==> config.mk <==
export PLATFORM = sky130hd
export DESIGN_NAME = pixel_dither
export DESIGN_NICKNAME = d
export VERILOG_FILES = /design/src/rtl/dither_pkg.sv /design/src/rtl/dither_thresh.sv /design/src/rtl/dither_chan.sv /design/src/rtl/pixel_dither.sv
export SDC_FILE = /design/constraint.sdc
export NUM_CORES = 1
export LEC_CHECK = 0
export ABC_AREA = 1
export BUFFER_PORTS_ARGS = -buffer_cell sky130_fd_sc_hd__buf_4
export CAP_MARGIN = 5
export CORE_UTILIZATION = 28
export CTS_CLUSTER_DIAMETER = 80
export CTS_CLUSTER_SIZE = 8
export DETAILED_ROUTE_END_ITERATION = 10
export PLACE_DENSITY = 0.55
export SYNTH_ARGS = -nofsm -noshare
export SYNTH_HDL_FRONTEND = slang
export SYNTH_SLANG_ARGS = --single-unit
==> constraint.sdc <==
create_clock -name clk -period 3.28 [get_ports clk]
set_input_delay 0.656 -clock clk [delete_from_list [all_inputs] [get_ports clk]]
set_output_delay 0.656 -clock clk [all_outputs]
set_load 0.02 [all_outputs]
==> src/rtl/dither_pkg.sv <==
package dither_pkg;

    localparam int DEF_IN_W   = 10;
    localparam int DEF_OUT_W  = 8;
    localparam int DEPTH_OPTS = 4;
    localparam int SEL_W      = $clog2(DEPTH_OPTS);
    localparam int TH_W       = 4;
    localparam int FCNT_W     = 4;

    typedef enum logic {
        MODE_SPATIAL  = 1'b0,
        MODE_TEMPORAL = 1'b1
    } dmode_e;

    // Ordered 4x4 threshold: bit-reversed interleave of (col ^ row) and row.
    function automatic logic [TH_W-1:0] bayer4(input logic [1:0] cx, input logic [1:0] cy);
        logic [1:0] a;
        a = cx ^ cy;
        return {a[0], cy[0], a[1], cy[1]};
    endfunction

endpackage

==> src/rtl/dither_thresh.sv <==
module dither_thresh
    import dither_pkg::*;
(
    input  logic            clk,
    input  logic            rst,
    input  logic            frame_start,
    input  dmode_e          mode,
    input  logic [1:0]      pos_x,
    input  logic [1:0]      pos_y,
    output logic [TH_W-1:0] thr
);

    logic [FCNT_W-1:0] fcnt;

    always_ff @(posedge clk) begin
        if (rst)              fcnt <= '0;
        else if (frame_start) fcnt <= fcnt + 1'b1;
    end

    always_comb begin
        if (mode == MODE_TEMPORAL)
            thr = bayer4(pos_x ^ fcnt[1:0], pos_y ^ fcnt[3:2]);
        else
            thr = bayer4(pos_x, pos_y);
    end

endmodule

==> src/rtl/dither_chan.sv <==
module dither_chan
    import dither_pkg::*;
#(
    parameter int IN_W  = DEF_IN_W,
    parameter int OUT_W = DEF_OUT_W
) (
    input  logic [IN_W-1:0]  in_val,
    input  logic [SEL_W-1:0] depth_sel,
    input  logic             en,
    input  logic [TH_W-1:0]  thr,
    output logic [OUT_W-1:0] out_code
);

    localparam int MIN_D = OUT_W - (DEPTH_OPTS - 1);
    localparam int FR_W  = IN_W - MIN_D;
    localparam int SH_W  = $clog2(IN_W + 1);

    logic [SH_W-1:0] k;
    logic [IN_W-1:0] trunc, maxc, frac, fnorm, tnorm;
    logic            up;

    always_comb begin
        k     = SH_W'(FR_W) - SH_W'(depth_sel);
        trunc = in_val >> k;
        maxc  = {IN_W{1'b1}} >> k;
        frac  = in_val & ~({IN_W{1'b1}} << k);
        fnorm = frac << (SH_W'(FR_W) - k);
        tnorm = IN_W'(thr) << (FR_W - TH_W);
        up    = en && (trunc != maxc) && (fnorm > tnorm);
        out_code = trunc[OUT_W-1:0] + OUT_W'(up);
    end

endmodule

==> src/rtl/pixel_dither.sv <==
module pixel_dither
    import dither_pkg::*;
#(
    parameter int IN_W  = DEF_IN_W,
    parameter int OUT_W = DEF_OUT_W,
    parameter int NCH   = 3
) (
    input  logic                 clk,
    input  logic                 rst,
    input  logic                 in_valid,
    input  logic [NCH*IN_W-1:0]  in_rgb,
    input  logic                 in_dither_en,
    input  logic [1:0]           pos_x,
    input  logic [1:0]           pos_y,
    input  logic                 frame_start,
    input  logic [NCH*SEL_W-1:0] cfg_depth,
    input  logic                 cfg_temporal,
    output logic                 out_valid,
    output logic [NCH*OUT_W-1:0] out_rgb
);

    logic [TH_W-1:0]      thr;
    logic [NCH*OUT_W-1:0] q;
    dmode_e               mode;

    assign mode = cfg_temporal ? MODE_TEMPORAL : MODE_SPATIAL;

    dither_thresh u_thresh (
        .clk         (clk),
        .rst         (rst),
        .frame_start (frame_start),
        .mode        (mode),
        .pos_x       (pos_x),
        .pos_y       (pos_y),
        .thr         (thr)
    );

    for (genvar ch = 0; ch < NCH; ch++) begin : g_chan
        dither_chan #(.IN_W(IN_W), .OUT_W(OUT_W)) u_chan (
            .in_val    (in_rgb[ch*IN_W +: IN_W]),
            .depth_sel (cfg_depth[ch*SEL_W +: SEL_W]),
            .en        (in_dither_en),
            .thr       (thr),
            .out_code  (q[ch*OUT_W +: OUT_W])
        );
    end

    always_ff @(posedge clk) begin
        if (rst) begin
            out_valid <= 1'b0;
            out_rgb   <= '0;
        end else begin
            out_valid <= in_valid;
            if (in_valid) out_rgb <= q;
        end
    end

endmodule

# Word-level counts from Yosys, hierarchy flattened
# Cells that the tools add are included.
# word_totals
regBits,29
output_inout_bits,25
word_cells,49
# classes
addsub,10
n_lt_le_gt_ge,3
eq_ne,3
shift,12
muxes,2
n_bitwise,10
n_reduce_logical,6
# op_table
op,n
$and 10x10->10,3
$gt 10x5->1,3
$ne 10x10->1,3
$not 10->10,3
$shl 10x4->10,3
$shl 10x4->10 const A,3
$shr 10x4->10,3
$shr 10x4->10 const A,3
$add 8x1->8,3
$sub 3x2->4 const A,3
$sub 3x4->4 const A,3
$xor 2x2->2,4
$logic_and 1x1->1,6
$add 4x1->4 const B,1
$mux 4,1
$mux 1,1

# Logic depth before layout (Yosys ltp)
# Gate-level depths: netlist (run 1).
# logic_depth
ltp_word,8
depth_mapped,21
ltp_nobuf,20

# Cells and area by module
# Synthesis (run 1) repeated with hierarchy kept, for this count alone.
# hier_totals
cells_unflattened,575
area_unflattened_um2,3362.0
# modules_own_cells
mod,instances,cells_per_inst,area_each_um2,seq_area_each_um2
dither_chan,3,123,683.2,0.0
pixel_dither,1,155,1002.2,500.5
dither_thresh,1,51,310.3,80.1

# Worst setup path after synthesis (run 1)
# No wires, ideal clock.
# synth_path
kind,input-to-reg
start,input cfg_depth[4]
end,register out_rgb[20]
setup_time_ns,0.109
t_arrival_ns,2.878
setup_slack_ns,0.293
path_stages,21
path_buffers,2
cell_sequence,buf_6 > buf_6 > nand2_1 > o21ai_0 > nand2_1 > o21ai_0 > ha_1 > nand2_1 > or2_2 > a21boi_0 > o21ai_0 > nor2_1 > ha_1 > ha_1 > inv_1 > nor2_2 > nand2_1 > xor2_1 > nand2_1 > nand2_1 > inv_1
# synth_between
elab_chain_cells,8
word_cells_on_any_way,13
cone_classes,add/sub: 3; order compare: 1; eq/ne: 1; shift: 4; bitwise: 2; reduce/logical: 2
# synth_rtl
item,line_no,source
from (decl),pixel_dither.sv:16,"input logic [NCH*SEL_W-1:0] cfg_depth,"
$sub 3x2->4 *,dither_chan.sv:23,k = SH_W'(FR_W) - SH_W'(depth_sel);
$shl 10x4->10,dither_chan.sv:26,frac = in_val & ~({IN_W{1'b1}} << k);
$not 10->10,dither_chan.sv:26,
$and 10x10->10,dither_chan.sv:26,
$shl 10x4->10,dither_chan.sv:27,fnorm = frac << (SH_W'(FR_W) - k);
$gt 10x5->1,dither_chan.sv:29,up = en && (trunc != maxc) && (fnorm > tnorm);
$logic_and 1x1->1,dither_chan.sv:29,
$add 8x1->8 *,dither_chan.sv:30,out_code = trunc[OUT_W-1:0] + OUT_W'(up);
to (signal assigned),pixel_dither.sv:54,if (in_valid) out_rgb <= q;
to (decl),pixel_dither.sv:19,output logic [NCH*OUT_W-1:0] out_rgb
# Mark *: on every way between the ends. The rest lies on a longest branch, timed or not.
# A chain may end at the register's enable or synchronous reset.

# Worst setup path in the final report (run 1)
# Ends and elaborated chain as after synthesis.

==> summary.md, run 1 <==
| Metric | Value |
|---|---|
| Most frequent cell on the critical path | `nand2_1` |
| Final Hold Fails | `0` |
| Starting DRC count in detailed routing | `109` |
| Largest family of logic cells by synthesized area | `simple AND/OR/NAND/NOR gates` |
| Hold-fix buffers at CTS | `0` |
| Initial antenna violation count | `0` |
| Mean Syn Cell Area | `5.91 sq um` |
| Core ar. | `9950 sq um` |
| Mapped cell area | `2930 sq um` |
| Final HPWL DP | `6170 um` |
| Die area | `10,900 sq um` |
| Layout cell share with drive strength beyond 1 | `22.1%` |
| Distinct cells, synth | `36` |
| Pint | `0.816 mW` |
| Crit path max fanout | `16` |
| Die width | `104 um` |
| Grt ovf | `0` |
| Crit path launch type | `primary input` |
| Met1 global-route usage | `19.3%` |
| Vias in the first global route | `2,936` |
| Final worst path period share | `87.0%` |
| Post-synthesis register bit count | `29` |
| Worst r2r path cells | `18` |
| Fill count | `1,098` |
| Status | `finished, final reports clean` |
| Hold endpoint | `out_rgb[13]` |
| Number of flops mapped to enable cells by yosys | `0` |
| Crit path cell chain | `buf_4, o21ai_0, o21ai_0, ha_1, nand2_1, or2_2, a21boi_0, o21ai_0, nor2_1, ha_1, ha_1, inv_1, nor2_2, nand2_1, xor2_1, nand2_1, nand2_1, inv_1` |
| Clock network power share | `31.6%` |
| Fmax | `351 MHz` |
| Commonest cells after routing, fill and taps aside | `nand2_1, buf_4, nor2_1` |
| CP peak stage delay | `0.28 ns` |
| Setup CP Type | `in2reg` |
| Setup_tns | `0 ns` |
| Crit path from | `cfg_depth[4]` |
| Commonest non-fill, non-tap cell in the layout | `nand2_1` |
| Vias/cell | `4.55` |
| Post-Synth Adder-Cell Area | `8.11%` |
| Initial Utilization | `29.5%` |
| I/O Pins | `71` |
| CTS tree | `yes` |
| Combinational Power Share | `36.6%` |
| Largest net degree at the start of global routing | `39` |
| Flop pwr share | `31.7%` |
| Detailed Routing Iterations Pass 1 | `4` |
| Sequential share of the synthesized area | `19.8%` |
| FF-to-FF Start | `u_thresh.fcnt[0]` |
| Setup Fix Bufs, Post-CTS | `0` |
| Most Crowded Layer GR | `met2` |
| Worst EP arrival | `3.04 ns` |
| M3 GR Usage | `3.13%` |
| Met2 Use GR | `24.2%` |
| Flop2flop setup slack | `0.45 ns` |
| Setup Skew | `0.00527 ns` |
| Tot GR Track Use | `14.8%` |
| Max cap viols | `0` |
| Rel. slew slack | `70.0%` |
| Hold path cells | `2` |
| Synthesized net count | `561` |
| Clock Tree Buf Depth | `2` |
| Synth Flop Type | `dfxtp_1` |
| Max H-tree Level | `2` |
| GPL Wtd Cong | `0.797` |
| Wire length per cell | `11.2 um` |
| Area Overhead vs Synth | `24.7%` |
| Pwr dens | `343 nW/um^2` |
| Worst EP required | `3.47 ns` |
| Clk sinks | `29` |
| Gate count of the mapped netlist | `496` |
| Critical R2R Capture | `out_rgb[6]` |
| Antenna cells | `0` |
| Final Max Tran Viols | `0` |
| Final hold slack | `0.487 ns` |
| Async SR Flop Fraction | `0%` |
| Setup violators final | `0` |
| Port bufs | `70` |
| Drc violations | `0` |
| Peak supply drop | `226 uV` |
| RSZ-0062 raised after global routing | `false` |
| First-pass GRT wire length | `13,300 um` |
| Switching Fraction | `34.8%` |
| Final ANT Viol Nets | `0` |
| Post_cts resized | `0` |
| Worst path top cell family by delay | `simple AND/OR/NAND/NOR gates` |
| Hold Crit Start | `out_rgb[13]` |
| Detailed-route via count | `3,151` |
| Slowest CP cell | `ha_1` |
| Clk slew on worst S/H paths | `0.07 ns` |
| Synth Area in Compound Gates | `11.9%` |
| Tot Pwr | `1.25 mW` |
| Static leakage | `1.90 nW` |
| Clk Latency, worst-skew pair | `0.29 ns` |
| Net Switching | `0.436 mW` |
| DP Area | `3540 sq um` |
| # nets final | `624` |
| Multiplexer area fraction after synthesis | `0.341%` |
| Root Buffer | `clkbuf_8` |
| Synth Area in Simple Gates | `45.2%` |
| Die H | `104 um` |
| Critical path buffers and inverters | `3` |
| TritonCTS Buffers | `5` |
| Worst Max-Slew Pin Slew | `0.449 ns` |
| Finished Cell Area | `3660 sq um` |
| Crit path time final | `2.85 ns` |
| Hold Path Class | `reg2reg` |
| Critical Path End Type | `flop` |
| Synthesis Warnings | `0` |
| # rows | `36` |
| Final wirelength | `7790 um` |
| XOR/XNOR Fraction of Synth Area | `2.69%` |
worst reg2reg max path, stage by stage (launching register included):
cell and delay [ns]:
dfxtp_1 0.34, or2_2 0.30, nand3_1 0.08, xor2_1 0.14, inv_1 0.12, ha_1 0.31, nand2_1 0.07, o21ai_0 0.15
nand3_1 0.10, a31oi_1 0.16, ha_1 0.22, ha_1 0.19, nand3_1 0.12, nor2_2 0.14, nand2_1 0.07, nand2_1 0.06
nand3_1 0.07, nand2_1 0.08, inv_1 0.03
flip-flops by register name, indices dropped and copies added, names as in the netlist:
name	count
out_rgb	24
u_thresh.fcnt	4
out_valid	1
power groups by stage:
stage | Sequential, mW | Combinational (mW) | Clock (mW)
final | 0.397 | 0.459 | 0.396
after global routing | 0.401 | 0.524 | 0.421
after CTS | 0.398 | 0.462 | 0.408
after detailed placement | 0.406 | 0.460 | 0
after global placement | 0.406 | 0.456 | 0
after floorplan | 0.431 | 0.282 | 0
cell type report:
type	count	area, sq um	area share [%]
multi-input combinational	387	2000	54.8
sequential	29	581	15.9
timing repair buffer	74	556	15.2
inverter	62	235	6.43
tap	133	166	4.55
clock buffer	7	86.3	2.36
clock inverter	1	30.0	0.821
metal layers:
layer / share of wire, % / vias to the layer above / wire length (um)
li1: - / 1704 / -
met1: 50 / 1369 / 3890
met2: 44 / 68 / 3400
met3: 4.6 / 10 / 362
met4: 1.7 / 0 / 129
met5: 0 / - / 0
worst max-delay path by stage:
stage | end | slack (ns) | cells after the start
6_report | out_rgb[20] | 0.43 | 18
5_1_grt | out_rgb[20] | 0.09 | 20
4_1_cts | out_rgb[20] | 0.42 | 20
3_5_place_dp | out_rgb[20] | 0.13 | 18
3_3_place_gp | out_rgb[6] | 0.18 | 18
2_1_floorplan | out_rgb[20] | 0.29 | 21
cell usage after synthesis, types with 2 or more instances:
master    count  area (sq um)
a21boi_0      2          15.0
nand2_1     134           503
nand2_2      17           106
and2_1        3          18.8
buf_2         4          20.0
or2_2         2          12.5
nor2_2        8          50.1
buf_4         3          22.5
a31oi_1       4          25.0
nand4_1       4          25.0
dfxtp_1      29           581
o21ai_0      38           190
nand3_2       5          50.1
inv_2         5          18.8
nor2_4        3          33.8
xor2_1        4          35.0
nand3b_1      5          37.5
buf_6         4          45.0
a21oi_1      11          55.1
xnor2_1       5          43.8
nor3_1        2          10.0
nor2_1       59           221
o21ai_1       7          35.0
nand3_1      48           240
ha_1         19           238
inv_1        56           210
clkbuf_1      6          22.5
per-stage QoR:
step / util (%) / instances / setup WS, ns
3_5_place_dp: 35.6 / 685 / 0.130
5_1_grt: 36.7 / 693 / 0.0903
4_1_cts: 36.7 / 693 / 0.423
3_3_place_gp: 35.6 / 685 / 0.180
2_1_floorplan: - / 496 / 0.293
6_report: 36.7 / 693 / 0.427
logic make-up (layout without fill, tap and decap cells):
family,count (synthesis),in the layout
DFF,29,29
adders and majority gates,19,19
xor gates and xnor gates,9,9
muxes,1,1
buffers and inverters,80,144
and+or+nand+nor,292,292
AOI/OAI and AO/OA,66,66
(Power assumes the default switching activity.)
==> run 2: changes to the inputs <==
--- a/config.mk
+++ b/config.mk
@@ -12,7 +12,7 @@
 export CTS_CLUSTER_DIAMETER = 80
 export CTS_CLUSTER_SIZE = 8
 export DETAILED_ROUTE_END_ITERATION = 10
-export PLACE_DENSITY = 0.55
+export PLACE_DENSITY = 0.57
 export SYNTH_ARGS = -nofsm -noshare
 export SYNTH_HDL_FRONTEND = slang
 export SYNTH_SLANG_ARGS = --single-unit
==> summary.md, run 2 (same netlist as run 1, synthesis figures left out) <==
| Metric | Value |
|---|---|
| Status | `finished, final reports clean (unchanged)` |
| Final wirelength | `7540 um (was 7790 um)` |
| Die width | `104 um (unchanged)` |
| M3 GR Usage | `2.44% (was 3.13%)` |
| Fill count | `1,090 (was 1,098)` |
| Biggest regs | `out_rgb (24), u_thresh.fcnt (4), out_valid (1) (unchanged)` |
| Initial Utilization | `29.5% (unchanged)` |
| DP Area | `3540 sq um (unchanged)` |
| Max FFs per register | `24 (unchanged)` |
| Worst EP required | `3.47 ns (about the same)` |
| Final ANT Viol Nets | `0 (unchanged)` |
| Worst EP arrival | `3.12 ns (was 3.04 ns)` |
| CTS tree | `yes (unchanged)` |
| Crit path time final | `2.93 ns (was 2.85 ns)` |
| Slowest CP cell | `xnor2_1 (was ha_1)` |
| Starting DRC count in detailed routing | `108 (was 109)` |
| Commonest non-fill, non-tap cell in the layout | `nand2_1 (unchanged)` |
| Finished Cell Area | `3630 sq um (was 3660 sq um)` |
| Vias in the first global route | `2,827 (was 2,936)` |
| Final worst path period share | `89.3% (was 87.0%)` |
| Hold Path Class | `reg2reg (unchanged)` |
| Final Max Tran Viols | `0 (unchanged)` |
| TritonCTS Buffers | `5 (unchanged)` |
| Initial antenna violation count | `0 (unchanged)` |
| Fmax | `341 MHz (was 351 MHz)` |
| GPL Wtd Cong | `0.810 (was 0.797)` |
| # rows | `36 (unchanged)` |
| Die area | `10,900 sq um (unchanged)` |
| Met2 Use GR | `22.8% (was 24.2%)` |
| Port bufs | `70 (unchanged)` |
| Core ar. | `9950 sq um (unchanged)` |
| Wire length per cell | `10.9 um (was 11.2 um)` |
| Area Overhead vs Synth | `23.6% (was 24.7%)` |
| Clk slew on worst S/H paths | `0.07 ns (about the same)` |
| Antenna cells | `0 (unchanged)` |
| Largest register by flop count | `out_rgb (unchanged)` |
| Clock Tree Buf Depth | `2 (unchanged)` |
| Placed cells | `685 (unchanged)` |
| Layout cell share with drive strength beyond 1 | `22.3% (was 22.1%)` |
| Tot GR Track Use | `14.2% (was 14.8%)` |
| Static leakage | `1.89 nW (was 1.90 nW)` |
| FF-to-FF Start | `u_thresh.fcnt[1] (was u_thresh.fcnt[0])` |
| Detailed Routing Iterations Pass 1 | `4 (unchanged)` |
| Vias/cell | `4.53 (was 4.55)` |
| Hold Crit Start | `out_rgb[13] (unchanged)` |
| Met1 global-route usage | `19.5% (was 19.3%)` |
| Crit path max fanout | `4 (was 16)` |
| Post_cts resized | `0 (unchanged)` |
| Clk sinks | `29 (unchanged)` |
| I/O Pins | `71 (unchanged)` |
| Setup Skew | `0.00242 ns (was 0.00527 ns)` |
| Root Buffer | `clkbuf_8 (unchanged)` |
| Setup Fix Bufs, Post-CTS | `0 (unchanged)` |
| Pwr dens | `317 nW/um^2 (was 343 nW/um^2)` |
| Rel. slew slack | `67.6% (was 70.0%)` |
| Final Hold Fails | `0 (unchanged)` |
| Crit path launch type | `primary input (unchanged)` |
| Largest net degree at the start of global routing | `39 (unchanged)` |
| Peak supply drop | `156 uV (was 226 uV)` |
| Worst r2r path cells | `19 (was 18)` |
| Final HPWL DP | `6060 um (was 6170 um)` |
| # nets final | `624 (unchanged)` |
| Worst Max-Slew Pin Slew | `0.482 ns (was 0.449 ns)` |
| Setup violators final | `0 (unchanged)` |
| Flop2flop setup slack | `0.35 ns (was 0.45 ns)` |
| Hold endpoint | `out_rgb[13] (unchanged)` |
| Critical R2R Capture | `out_rgb[20] (was out_rgb[6])` |
| Max cap viols | `0 (unchanged)` |
| Max H-tree Level | `2 (unchanged)` |
| Drc violations | `0 (unchanged)` |
| First-pass GRT wire length | `12,900 um (was 13,300 um)` |
| Commonest cells after routing, fill and taps aside | `nand2_1, buf_4, nor2_1 (unchanged)` |
| Crit path cell chain | `buf_4, xnor2_1, xnor2_1, ha_1, nand2_1, or2_2, a21boi_0, o21ai_0, nor2_1, ha_1, ha_1, inv_1, nor2_2, nand2_1, xor2_1, nand2_1, nand2_1, inv_1 (was buf_4, o21ai_0, o21ai_0, ha_1, nand2_1, or2_2, a21boi_0, o21ai_0, nor2_1, ha_1, ha_1, inv_1, nor2_2, nand2_1, xor2_1, nand2_1, nand2_1, inv_1)` |
| CP peak stage delay | `0.42 ns (was 0.28 ns)` |
| Post-Layout Cell Count | `693 (unchanged)` |
| Critical Path End Type | `flop (unchanged)` |
| Clk Latency, worst-skew pair | `0.28 ns (was 0.29 ns)` |
| Setup CP Type | `in2reg (unchanged)` |
| Grt ovf | `0 (unchanged)` |
| RSZ-0062 raised after global routing | `false (unchanged)` |
| Tot Pwr | `1.15 mW (was 1.25 mW)` |
| Die H | `104 um (unchanged)` |
| Hold-fix buffers at CTS | `0 (unchanged)` |
| Detailed-route via count | `3,140 (was 3,151)` |
| Most Crowded Layer GR | `met2 (unchanged)` |
| Most frequent cell on the critical path | `nand2_1 (unchanged)` |
| Hold path cells | `2 (unchanged)` |
-- run 2: worst max-delay path by stage --
stage / slack [ns] / startpoint / end
global placement: -0.01 / pos_y[1] / out_rgb[20]
finish: 0.35 / pos_y[1] / out_rgb[20]
global route: 0.03 / u_thresh.fcnt[1] / out_rgb[22]
CTS: 0.24 / u_thresh.fcnt[1] / out_rgb[20]
floorplan: 0.29 / cfg_depth[4] / out_rgb[20]
detailed placement: -0.05 / pos_y[1] / out_rgb[20]
-- run 2: worst max-delay path: cells and delay by family --
family                   cells  cell delay (ns)
adder cells (fa/ha/maj)      3             0.54
AO/OA/AOI/OAI                2             0.23
XOR/XNOR                     3             0.67
buffers and inverters        3             0.20
AND/OR/NAND/NOR              7             0.80
-- run 2: cell type report --
class / count / area [sq um] / share of cell area (%)
clock inverters: 3 / 17.5 / 0.483
repair buffers: 74 / 556 / 15.3
well taps: 133 / 166 / 4.59
inverters: 62 / 235 / 6.49
clock buffers: 5 / 68.8 / 1.90
multi-input cells: 387 / 2000 / 55.2
flip-flops and latches: 29 / 581 / 16.0
-- run 2: per-layer routing --
layer	routed length, um	up-vias
li1	-	1716
met1	3910	1364
met2	3330	56
met3	261	4
met4	40	0
met5	0	-
-- run 2: where the power goes --
group	leakage, nW	internal, mW	total (mW)	switching (mW)
sequential	0.240	0.380	0.398	0.0187
combinational	1.60	0.187	0.453	0.266
clock	0.0439	0.146	0.298	0.151
total	1.89	0.713	1.15	0.436
-- run 2: per-stage QoR --
step	worst slack, ns	setup TNS, ns	hold slack (ns)	utilization [%]
6_report	0.351	0	0.502	36.4
5_1_grt	0.0278	0	0.526	36.4
4_1_cts	0.243	0	0.501	36.4
3_5_place_dp	-0.0524	-0.0612	0.487	35.6
3_3_place_gp	-0.0118	-0.0118	0.466	35.6
2_1_floorplan	0.293	0	0.472	-
==> run 3: changes to the inputs <==
--- a/config.mk
+++ b/config.mk
@@ -9,10 +9,10 @@
 export BUFFER_PORTS_ARGS = -buffer_cell sky130_fd_sc_hd__buf_4
 export CAP_MARGIN = 5
 export CORE_UTILIZATION = 28
-export CTS_CLUSTER_DIAMETER = 80
+export CTS_CLUSTER_DIAMETER = 150
 export CTS_CLUSTER_SIZE = 8
 export DETAILED_ROUTE_END_ITERATION = 10
-export PLACE_DENSITY = 0.57
+export PLACE_DENSITY = 0.49
 export SYNTH_ARGS = -nofsm -noshare
 export SYNTH_HDL_FRONTEND = slang
 export SYNTH_SLANG_ARGS = --single-unit
==> summary.md, run 3 (same netlist as run 1, synthesis figures left out) <==
| Metric | Value |
|---|---|
| Status | `finished, final reports clean (unchanged)` |
| Slowest CP cell | `ha_1 (was xnor2_1)` |
| Setup violators final | `0 (unchanged)` |
| Layout cell share with drive strength beyond 1 | `22.6% (was 22.3%)` |
| Starting DRC count in detailed routing | `113 (was 108)` |
| Setup Fix Bufs, Post-CTS | `0 (unchanged)` |
| Initial antenna violation count | `0 (unchanged)` |
| Hold-fix buffers at CTS | `0 (unchanged)` |
| Worst EP arrival | `3.07 ns (was 3.12 ns)` |
| Largest register by flop count | `out_rgb (unchanged)` |
| Die area | `10,900 sq um (unchanged)` |
| I/O Pins | `71 (unchanged)` |
| Worst EP required | `3.46 ns (was 3.47 ns)` |
| # rows | `36 (unchanged)` |
| Commonest non-fill, non-tap cell in the layout | `nand2_1 (unchanged)` |
| Crit path max fanout | `4 (unchanged)` |
| Worst path top cell family by delay | `simple AND/OR/NAND/NOR gates (unchanged)` |
| DP Area | `3550 sq um (was 3540 sq um)` |
| Commonest cells after routing, fill and taps aside | `nand2_1, buf_4, nor2_1 (unchanged)` |
| Crit path launch type | `primary input (unchanged)` |
| Setup_tns | `0 ns (unchanged)` |
| Port bufs | `70 (unchanged)` |
| Vias/cell | `4.53 (about the same)` |
| Hold Path Class | `reg2reg (unchanged)` |
| Clk sinks | `29 (unchanged)` |
| Rel. slew slack | `73.7% (was 67.6%)` |
| Final HPWL DP | `6130 um (was 6060 um)` |
| Largest net degree at the start of global routing | `39 (unchanged)` |
| Die width | `104 um (unchanged)` |
| CP peak stage delay | `0.31 ns (was 0.42 ns)` |
| Final Hold Fails | `0 (unchanged)` |
| Max H-tree Level | `2 (unchanged)` |
| Finished Cell Area | `3680 sq um (was 3630 sq um)` |
| Clk slew on worst S/H paths | `0.06 ns (was 0.07 ns)` |
| First-pass GRT wire length | `13,100 um (was 12,900 um)` |
| Die H | `104 um (unchanged)` |
| # nets final | `626 (was 624)` |
| Tot GR Track Use | `14.4% (was 14.2%)` |
| Tot Pwr | `1.25 mW (was 1.15 mW)` |
| Fmax | `347 MHz (was 341 MHz)` |
| Max cap viols | `0 (unchanged)` |
| Core ar. | `9950 sq um (unchanged)` |
| Final wirelength | `7600 um (was 7540 um)` |
| Post_cts resized | `0 (unchanged)` |
| TritonCTS Buffers | `5 (unchanged)` |
| Grt ovf | `0 (unchanged)` |
| Crit path cell chain | `buf_4, xnor2_1, xnor2_2, ha_1, nand2_1, or2_2, a21boi_1, o21ai_0, nor2_1, ha_1, ha_1, inv_1, nor2_2, nand2_1, xor2_1, nand2_1, nand2_1, inv_1 (was buf_4, xnor2_1, xnor2_1, ha_1, nand2_1, or2_2, a21boi_0, o21ai_0, nor2_1, ha_1, ha_1, inv_1, nor2_2, nand2_1, xor2_1, nand2_1, nand2_1, inv_1)` |
| Peak supply drop | `177 uV (was 156 uV)` |
| Final Core Density | `37.0% (was 36.4%)` |
| Clk Latency, worst-skew pair | `0.28 ns (about the same)` |
| Max FFs per register | `24 (unchanged)` |
| Drc violations | `0 (unchanged)` |
| Critical Path End Type | `flop (unchanged)` |
| Setup Skew | `0.00666 ns (was 0.00242 ns)` |
| Critical path buffers and inverters | `3 (unchanged)` |
| Biggest regs | `out_rgb (24), u_thresh.fcnt (4), out_valid (1) (unchanged)` |
| Initial Utilization | `29.5% (unchanged)` |
| Worst Max-Slew Pin Slew | `0.394 ns (was 0.482 ns)` |
| RSZ-0062 raised after global routing | `false (unchanged)` |
| Setup CP Type | `in2reg (unchanged)` |
| Pwr dens | `339 nW/um^2 (was 317 nW/um^2)` |
| Root Buffer | `clkbuf_8 (unchanged)` |
| Detailed Routing Iterations Pass 1 | `4 (unchanged)` |
| Vias in the first global route | `2,943 (was 2,827)` |
| Static leakage | `1.92 nW (was 1.89 nW)` |
| Final worst path period share | `87.9% (was 89.3%)` |
| Antenna cells | `0 (unchanged)` |
| GPL Wtd Cong | `0.810 (unchanged)` |
| Final ANT Viol Nets | `0 (unchanged)` |
| Wire length per cell | `10.9 um (about the same)` |
| Detailed-route via count | `3,146 (was 3,140)` |
| Final hold slack | `0.496 ns (was 0.502 ns)` |
| CTS tree | `yes (unchanged)` |
| Most frequent cell on the critical path | `nand2_1 (unchanged)` |
| Final Max Tran Viols | `0 (unchanged)` |
| Area Overhead vs Synth | `25.4% (was 23.6%)` |
| Clock Tree Buf Depth | `2 (unchanged)` |
| Crit path time final | `2.88 ns (was 2.93 ns)` |
-- run 3: cell count changes in the layout (fill, tap and decap cells not counted) --
cell	change
clkbuf_8	+1
a21boi_0	-1
clkinv_2	-2
clkbuf_1	+1
xnor2_2	+1
a21boi_1	+1
buf_4	+2
bufinv_16	+1
xnor2_1	-1
clkinvlp_4	-1
-- run 3: layout make-up --
cell class / instances / area [sq um]
Clock inverter: 1 / 30.0
Sequential cell: 29 / 581
Clock buffer: 7 / 86.3
Fill cell: 1108 / 6280
Tap cell: 133 / 166
Timing Repair Buffer: 76 / 571
Multi-Input combinational cell: 387 / 2010
Inverter: 62 / 235
-- run 3: where the power goes --
group	switching, mW	internal, mW	leakage (nW)
sequential	0.0179	0.380	0.240
combinational	0.271	0.192	1.62
clock	0.140	0.247	0.0585
total	0.429	0.820	1.92
-- run 3: routing by layer --
layer	share of wire, %	global-route usage (%)	vias to the layer above
li1	-	-	1716
met1	51	19.3	1349
met2	44	23.9	71
met3	3.9	1.94	10
met4	1.5	4.18	0
met5	0	0	-
-- run 3: path summary, 6_finish.rpt --
path	start	endpoint	slack, ns	cells past startpoint
worst max-delay path	pos_x[1]	out_rgb[20]	0.40	18
worst min-delay path	out_rgb[13]	out_rgb[13]	0.50	2
worst max register to register	u_thresh.fcnt[1]	out_rgb[20]	0.47	19
worst min register to register	out_rgb[13]	out_rgb[13]	0.50	2
-- run 3: worst reg2reg max path, stage by stage (launching register included) --
cell and delay, ns:
dfxtp_1 0.38, inv_1 0.08, nand2_1 0.07, nand3_1 0.10, xnor2_2 0.19, ha_1 0.31
nand2_1 0.06, or2_2 0.27, a21boi_1 0.14, o21ai_0 0.09, nor2_1 0.11, ha_1 0.18
ha_1 0.17, inv_1 0.05, nor2_2 0.15, nand2_1 0.08, xor2_1 0.13, nand2_1 0.06
nand2_1 0.06, inv_1 0.03
-- run 3: per-stage QoR --
step / instances / worst slack (ns)
3_5_place_dp: 687 / 0.00190
6_report: 695 / 0.398
2_1_floorplan: 496 / 0.293
4_1_cts: 695 / 0.293
5_1_grt: 695 / 0.0456
3_3_place_gp: 687 / 0.0840
